**src/rtl/pwm_match_pkg.sv**
```systemverilog
package pwm_match_pkg;
  localparam int ADDR_W = 4;

  localparam logic [ADDR_W-1:0] ADR_TCTRL  = 4'h0;
  localparam logic [ADDR_W-1:0] ADR_PRESC  = 4'h1;
  localparam logic [ADDR_W-1:0] ADR_CHCTL  = 4'h2;
  localparam logic [ADDR_W-1:0] ADR_ARM    = 4'h3;
  localparam logic [ADDR_W-1:0] ADR_SLOT0  = 4'h8;

  localparam int CHCTL_DUAL_LSB = 8;

  typedef struct packed {
    logic clr;
    logic pwm_en;
    logic run;
  } tctrl_t;
endpackage

```
**src/rtl/pwm_prescaler.sv**
```systemverilog
module pwm_prescaler #(
  parameter int PRE_W = 8
) (
  input  logic             clk,
  input  logic             rst_n,
  input  logic             run_i,
  input  logic             clr_i,
  input  logic [PRE_W-1:0] div_i,
  output logic             tick_o
);
  logic [PRE_W-1:0] pc_q;
  logic             wrap;

  assign wrap   = (pc_q >= div_i);
  assign tick_o = run_i && !clr_i && wrap;

  always_ff @(posedge clk or negedge rst_n) begin
    if (!rst_n)      pc_q <= '0;
    else if (clr_i)  pc_q <= '0;
    else if (run_i)  pc_q <= wrap ? '0 : pc_q + 1'b1;
  end

  // clear holds the prescaler at zero
  a_r8_presc_clear: assert property (@(posedge clk) disable iff (!rst_n)
    clr_i |=> (pc_q == '0));
  // a stopped prescaler keeps its phase
  a_r7_presc_hold: assert property (@(posedge clk) disable iff (!rst_n)
    (!run_i && !clr_i) |=> $stable(pc_q));
endmodule

```
**src/rtl/pwm_counter.sv**
```systemverilog
module pwm_counter #(
  parameter int CNT_W = 16
) (
  input  logic             clk,
  input  logic             rst_n,
  input  logic             clr_i,
  input  logic             tick_i,
  input  logic [CNT_W-1:0] period_i,
  output logic [CNT_W-1:0] tc_o,
  output logic             roll_o
);
  logic [CNT_W-1:0] tc_q;
  logic [CNT_W:0]   nxt;

  assign nxt    = {1'b0, tc_q} + 1'b1;
  assign roll_o = tick_i && (nxt >= {1'b0, period_i});
  assign tc_o   = tc_q;

  always_ff @(posedge clk or negedge rst_n) begin
    if (!rst_n)       tc_q <= '0;
    else if (clr_i)   tc_q <= '0;
    else if (roll_o)  tc_q <= '0;
    else if (tick_i)  tc_q <= nxt[CNT_W-1:0];
  end

  // the count never leaves the active period window
  a_r2_in_period: assert property (@(posedge clk) disable iff (!rst_n)
    (tc_q == '0) || (tc_q < period_i));
  // without a prescaler tick the count is frozen
  a_r1_tick_only: assert property (@(posedge clk) disable iff (!rst_n)
    (!tick_i && !clr_i) |=> $stable(tc_q));
  // clear forces the counter to zero
  a_r8_cnt_clear: assert property (@(posedge clk) disable iff (!rst_n)
    clr_i |=> (tc_q == '0));
endmodule

```
**src/rtl/pwm_slot_bank.sv**
```systemverilog
module pwm_slot_bank
  import pwm_match_pkg::*;
#(
  parameter int CNT_W     = 16,
  parameter int NUM_SLOTS = 7
) (
  input  logic                             clk,
  input  logic                             rst_n,
  input  logic                             wr_en,
  input  logic [ADDR_W-1:0]                wr_addr,
  input  logic [CNT_W-1:0]                 wr_data,
  input  logic                             roll_i,
  output logic [NUM_SLOTS-1:0][CNT_W-1:0]  act_o
);
  logic [NUM_SLOTS-1:0]            arm_q;
  logic [NUM_SLOTS-1:0]            arm_set;
  logic                            arm_wr;
  logic [NUM_SLOTS-1:0][CNT_W-1:0] shd_q;
  logic [NUM_SLOTS-1:0][CNT_W-1:0] act_q;

  assign arm_wr  = wr_en && (wr_addr == ADR_ARM);
  assign arm_set = arm_wr ? wr_data[NUM_SLOTS-1:0] : '0;

  always_ff @(posedge clk or negedge rst_n) begin
    if (!rst_n) arm_q <= '0;
    else        arm_q <= (roll_i ? '0 : arm_q) | arm_set;
  end

  for (genvar i = 0; i < NUM_SLOTS; i++) begin : g_slot
    localparam logic [ADDR_W-1:0] SLOT_ADR = ADDR_W'(int'(ADR_SLOT0) + i);

    always_ff @(posedge clk or negedge rst_n) begin
      if (!rst_n)                                shd_q[i] <= '0;
      else if (wr_en && (wr_addr == SLOT_ADR))   shd_q[i] <= wr_data;
    end

    always_ff @(posedge clk or negedge rst_n) begin
      if (!rst_n)                   act_q[i] <= '0;
      else if (roll_i && arm_q[i])  act_q[i] <= shd_q[i];
    end
  end

  assign act_o = act_q;

  // active compare values move only at a period wrap
  a_r3_active_hold: assert property (@(posedge clk) disable iff (!rst_n)
    !roll_i |=> $stable(act_q));
  // arm bits are consumed by the wrap
  a_r3_arm_clears: assert property (@(posedge clk) disable iff (!rst_n)
    (roll_i && !arm_wr) |=> (arm_q == '0));
endmodule

```
**src/rtl/pwm_edge_gen.sv**
```systemverilog
module pwm_edge_gen #(
  parameter int CNT_W  = 16,
  parameter int NUM_CH = 6
) (
  input  logic [CNT_W-1:0]              tc_i,
  input  logic [NUM_CH:0][CNT_W-1:0]    act_i,
  input  logic                          pwm_en_i,
  input  logic [NUM_CH-1:0]             ch_en_i,
  input  logic [NUM_CH-1:0]             dual_i,
  output logic [NUM_CH-1:0]             pwm_o
);
  for (genvar k = 1; k <= NUM_CH; k++) begin : g_ch
    localparam bit DUAL_OK = ((k % 2) == 0);
    logic below_hi;
    logic lvl;

    assign below_hi = (tc_i < act_i[k]);

    if (DUAL_OK) begin : g_dual
      logic at_lo;
      assign at_lo = (tc_i >= act_i[k-1]);
      assign lvl   = dual_i[k-1] ? (at_lo && below_hi) : below_hi;
    end else begin : g_single
      logic dual_req;
      assign dual_req = dual_i[k-1] && DUAL_OK;
      assign lvl      = dual_req ? 1'b0 : below_hi;
    end

    assign pwm_o[k-1] = pwm_en_i && ch_en_i[k-1] && lvl;
  end

  // gated channels are low
  always_comb begin
    a_r7_gate: assert ((pwm_o & ~ch_en_i) == '0);
  end
endmodule

```
**src/rtl/pwm_match_timer.sv**
```systemverilog
module pwm_match_timer
  import pwm_match_pkg::*;
#(
  parameter int NUM_CH = 6,
  parameter int CNT_W  = 16,
  parameter int PRE_W  = 8
) (
  input  logic                 clk,
  input  logic                 rst_n,
  input  logic                 wr_en,
  input  logic [ADDR_W-1:0]    wr_addr,
  input  logic [CNT_W-1:0]     wr_data,
  output logic [NUM_CH-1:0]    pwm_out,
  output logic [CNT_W-1:0]     tc_value
);
  localparam int NUM_SLOTS = NUM_CH + 1;

  tctrl_t                          tctrl_q;
  logic [PRE_W-1:0]                div_q;
  logic [NUM_CH-1:0]               ch_en_q;
  logic [NUM_CH-1:0]               dual_q;
  logic                            tick;
  logic                            roll;
  logic [CNT_W-1:0]                tc;
  logic [NUM_SLOTS-1:0][CNT_W-1:0] act;

  always_ff @(posedge clk or negedge rst_n) begin
    if (!rst_n) begin
      tctrl_q <= '0;
      div_q   <= '0;
      ch_en_q <= '0;
      dual_q  <= '0;
    end else if (wr_en) begin
      case (wr_addr)
        ADR_TCTRL: tctrl_q <= tctrl_t'(wr_data[2:0]);
        ADR_PRESC: div_q   <= wr_data[PRE_W-1:0];
        ADR_CHCTL: begin
          ch_en_q <= wr_data[NUM_CH-1:0];
          dual_q  <= wr_data[CHCTL_DUAL_LSB +: NUM_CH];
        end
        default: ;
      endcase
    end
  end

  pwm_prescaler #(.PRE_W(PRE_W)) u_presc (
    .clk    (clk),
    .rst_n  (rst_n),
    .run_i  (tctrl_q.run),
    .clr_i  (tctrl_q.clr),
    .div_i  (div_q),
    .tick_o (tick)
  );

  pwm_counter #(.CNT_W(CNT_W)) u_cnt (
    .clk      (clk),
    .rst_n    (rst_n),
    .clr_i    (tctrl_q.clr),
    .tick_i   (tick),
    .period_i (act[0]),
    .tc_o     (tc),
    .roll_o   (roll)
  );

  pwm_slot_bank #(.CNT_W(CNT_W), .NUM_SLOTS(NUM_SLOTS)) u_slots (
    .clk     (clk),
    .rst_n   (rst_n),
    .wr_en   (wr_en),
    .wr_addr (wr_addr),
    .wr_data (wr_data),
    .roll_i  (roll),
    .act_o   (act)
  );

  pwm_edge_gen #(.CNT_W(CNT_W), .NUM_CH(NUM_CH)) u_edges (
    .tc_i     (tc),
    .act_i    (act),
    .pwm_en_i (tctrl_q.pwm_en),
    .ch_en_i  (ch_en_q),
    .dual_i   (dual_q),
    .pwm_o    (pwm_out)
  );

  assign tc_value = tc;

  // a write to an unused address leaves configuration untouched
  a_r9_unused_addr: assert property (@(posedge clk) disable iff (!rst_n)
    (wr_en && (wr_addr > ADR_ARM) && (wr_addr < ADR_SLOT0))
      |=> ($stable(tctrl_q) && $stable(div_q) && $stable(ch_en_q) && $stable(dual_q)));
  // with PWM mode off every output is low
  a_r7_pwm_off: assert property (@(posedge clk) disable iff (!rst_n)
    !tctrl_q.pwm_en |-> (pwm_out == '0));
endmodule

```
**config.mk**
```make
export PLATFORM = sky130hd
export DESIGN_NAME = pwm_match_timer
export DESIGN_NICKNAME = d
export VERILOG_FILES = /design/src/rtl/pwm_match_pkg.sv /design/src/rtl/pwm_prescaler.sv /design/src/rtl/pwm_counter.sv /design/src/rtl/pwm_slot_bank.sv /design/src/rtl/pwm_edge_gen.sv /design/src/rtl/pwm_match_timer.sv
export SDC_FILE = /design/constraint.sdc
export NUM_CORES = 1
export LEC_CHECK = 0
export BUFFER_PORTS_ARGS = -buffer_cell sky130_fd_sc_hd__buf_4
export CORE_MARGIN = 10
export CORE_UTILIZATION = 50
export DETAILED_ROUTE_END_ITERATION = 6
export PLACE_DENSITY = 0.77
export REMOVE_ABC_BUFFERS = 1
export SETUP_SLACK_MARGIN = 0.05
export SYNTH_ARGS = -nofsm -noshare
export SYNTH_HDL_FRONTEND = slang
export SYNTH_SLANG_ARGS = --single-unit
export TNS_END_PERCENT = 50
```
**constraint.sdc**
```tcl
create_clock -name clk -period 4.3 [get_ports clk]
set_clock_uncertainty 0.05 [all_clocks]
set_input_delay 0 -clock clk [delete_from_list [all_inputs] [get_ports clk]]
set_output_delay 0 -clock clk [all_outputs]
set_load 0.02 [all_outputs]
```
==> qor.txt <==
status - finished, violations left
failing checks - negative hold slack
Power Total - 8770 uW
max cap viols - 0
Row Count - 61
CP required - 4.69 ns
First DRT Iteration DRCs - 654
top_reg_cell synth - dfrtp_1
commonest cells after routing, fill and taps aside - dfrtp_1, mux2_2, ha_1, inv_1, buf_4
die area - 35,300 um2
Routed Antenna Nets - 0
Setup TNS - 0 ns
f_max - 250 MHz
synth warn - 0
core area - 27,800 um2
Crit path buffers/inverters - 2
Placed Area - 15,000 um2
vias - 9,008
Hold Crit Class - in -> async
Tcrit/Tclk final - 0.929
Post-Syn Area - 14,100 um2
worst slew pin tran - 1.13 ns
total length of routed wires - 32,700 um
leakage power - 0.00798 uW
routability congestion estimate - 0.907
first-pass GRT wire length - 53,000 um
dpl hpwl - 22,000 um
pin count of the biggest net entering global routing - 144
antenna cell count - 0
TritonCTS Sinks - 275
cell with the most instances on the worst path - ha_1
cell breakdown of the critical path - ha_1 > nand3_2 > or2_1 > nor3_1 > xor2_1 > ha_1 > a21o_1 > a21oi_1 > o21ai_0 > or3_1 > buf_4 > o211ai_4 > buf_12 > mux2_2
RSZ-0062 raised after global routing - no
Avg Inst Size Synth - 12.7 um2
port bufs - 44
DP Worst Slack - 0.333 ns
Final Hold Violating Endpoints - 21
Crit path largest cell delay - 0.42 ns
Remaining Overflow, GRT - 0
ys async rst share - 1.00
max_slew headroom - 0.250
post-cts resize count - 0
final slew viol count - 0
Total Nets Final - 1,351
crit-path leading delay family - simple AND/OR/NAND/NOR gates
wire per inst - 20.4 um
Setup WS post-layout - 0.305 ns
startpoint types - register
Final min period - 4.00 ns
drt first pass iters - 5
Residual DRC - 0
vias in the first global route - 9,694
Finished Core Util - 0.581
critical path peak fanout - 10
vias per inst - 5.61
Area Growth Syn to Fin - 14.6%
Seq/Total Area, Yosys - 0.489
clock latency on the worst-skew pair - 0.55 ns
share of cells above drive strength 1 - 0.314
Critical Path AT - 4.38 ns
Levels on crit path - 14
initial cell density of the core - 0.507
H-Tree Depth - 1
number of synthesized flops with an enable pin - 0
fin area - 16,100 um2
Tot GR Track Use - 0.187
CP max stage cell - o211ai_4
die height - 188 um
CTS tree - yes
Crit. End Element - register
antenna violations before repair - 0
crit path kind - reg -> reg
I/O pins - 45
Worst-path clk slew - 0.06 ns
clock root buffer master - clkbuf_16
number of buffers created by CTS - 28
Synth Register Bits - 275
Reg2Reg Depth - 14
# setup viols final - 0
die extent in x - 188 um
CTS Buffer Depth - 3
worst hold slack - -0.0310 ns
most common cell after layout, fill and taps aside - dfrtp_1
PwrDens - 544 nW/um2
Synth cell types - 53
worst vdd ir - 329 uV
Syn Inst Count - 1,110
-- flip-flops by register name, summed over array words and instances (netlist names) --
register,count
ch_en_q,6
u_cnt.tc_o,16
u_slots.arm_q,7
u_slots.act_o,112
div_q,8
tctrl_q,3
u_slots.shd_q,112
dual_q,3
u_presc.pc_q,8
-- timing repair --
item | 4_1_cts | 5_1_grt
endpoints found under the setup margin | 0 | 8
setup buffers | 0 | 1
hold buffers | 22 | 0
hold endpoints to repair | 217 | 0
-- power by group --
part / leakage [uW] / switching, uW / internal (uW)
clock network: 0.000456 / 990 / 1410
registers: 0.00358 / 388 / 3240
logic: 0.00394 / 1430 / 1310
total: 0.00798 / 2810 / 5960
-- cells by family after synthesis --
| logic type | count (synthesis) | synth area share |
|---|---|---|
| xor gates and xnor gates | 12 | 0.00746 |
| adders and majority gates | 119 | 0.106 |
| muxes | 244 | 0.211 |
| DFF | 275 | 0.489 |
| AOI/OAI and AO/OA | 145 | 0.0798 |
| and+or+nand+nor | 165 | 0.0618 |
| buffers and inverters | 150 | 0.0457 |
-- through the flow --
step           hold WS [ns]  cells
6_report            -0.0310   1606
5_1_grt              0.0531   1606
3_3_place_gp        -0.0183   1534
2_1_floorplan        -0.346   1077
3_5_place_dp        -0.0162   1534
4_1_cts             0.00328   1605
-- synthesized netlist by cell type (6+ instances only) --
master     instances  area (um2)
dfrtp_1          275        6880
ha_1             119        1490
nand4_1           29         181
a32o_1             7        70.1
o21ai_0           23         115
o21a_1             9        67.6
xor2_1             7        61.3
buf_6              8        90.1
nor2_1            37         139
nand2b_1          11        68.8
a21oi_1           20         100
a211oi_1           7        52.6
a2111oi_0          6        52.6
a21o_1            33         248
clkbuf_1          17        63.8
nor3_1             7        35.0
o211ai_4           7         149
nand2_1           37         139
a22o_1             8        70.1
mux2_4            60         901
o31ai_1            6        45.0
mux2_2           184        2070
inv_1            117         439
nand3_1            8        40.0
-- layer usage --
metal  global-route usage  routed length [um]  share of wire
met1                0.233               13900           0.43
met2                0.329               16400           0.50
met3               0.0263                1590          0.049
met4               0.0548                 817          0.025
met5                    0                   0              0
-- final cells by class --
type	instances	area, um2
flip-flops and latches	275	6880
multi-input cells	685	6560
repair buffers	102	866
well taps	378	473
inverters	117	439
clock buffers	38	798
clock inverters	11	119
fillers	2265	11600
-- final timing paths --
path	startpoint	end	slack [ns]
max	u_cnt.tc_o[1]	u_slots.act_o[111]	0.30
min	rst_n	u_slots.shd_q[37]	-0.03
max reg2reg	u_cnt.tc_o[1]	u_slots.act_o[111]	0.30
min reg2reg	u_slots.shd_q[25]	u_slots.act_o[25]	0.44
max in group asynchronous	rst_n	u_slots.arm_q[6]	3.05
min in group clk	wr_en	tctrl_q[2]	0.06
No activity file was read; power rests on OpenSTA's default activity.
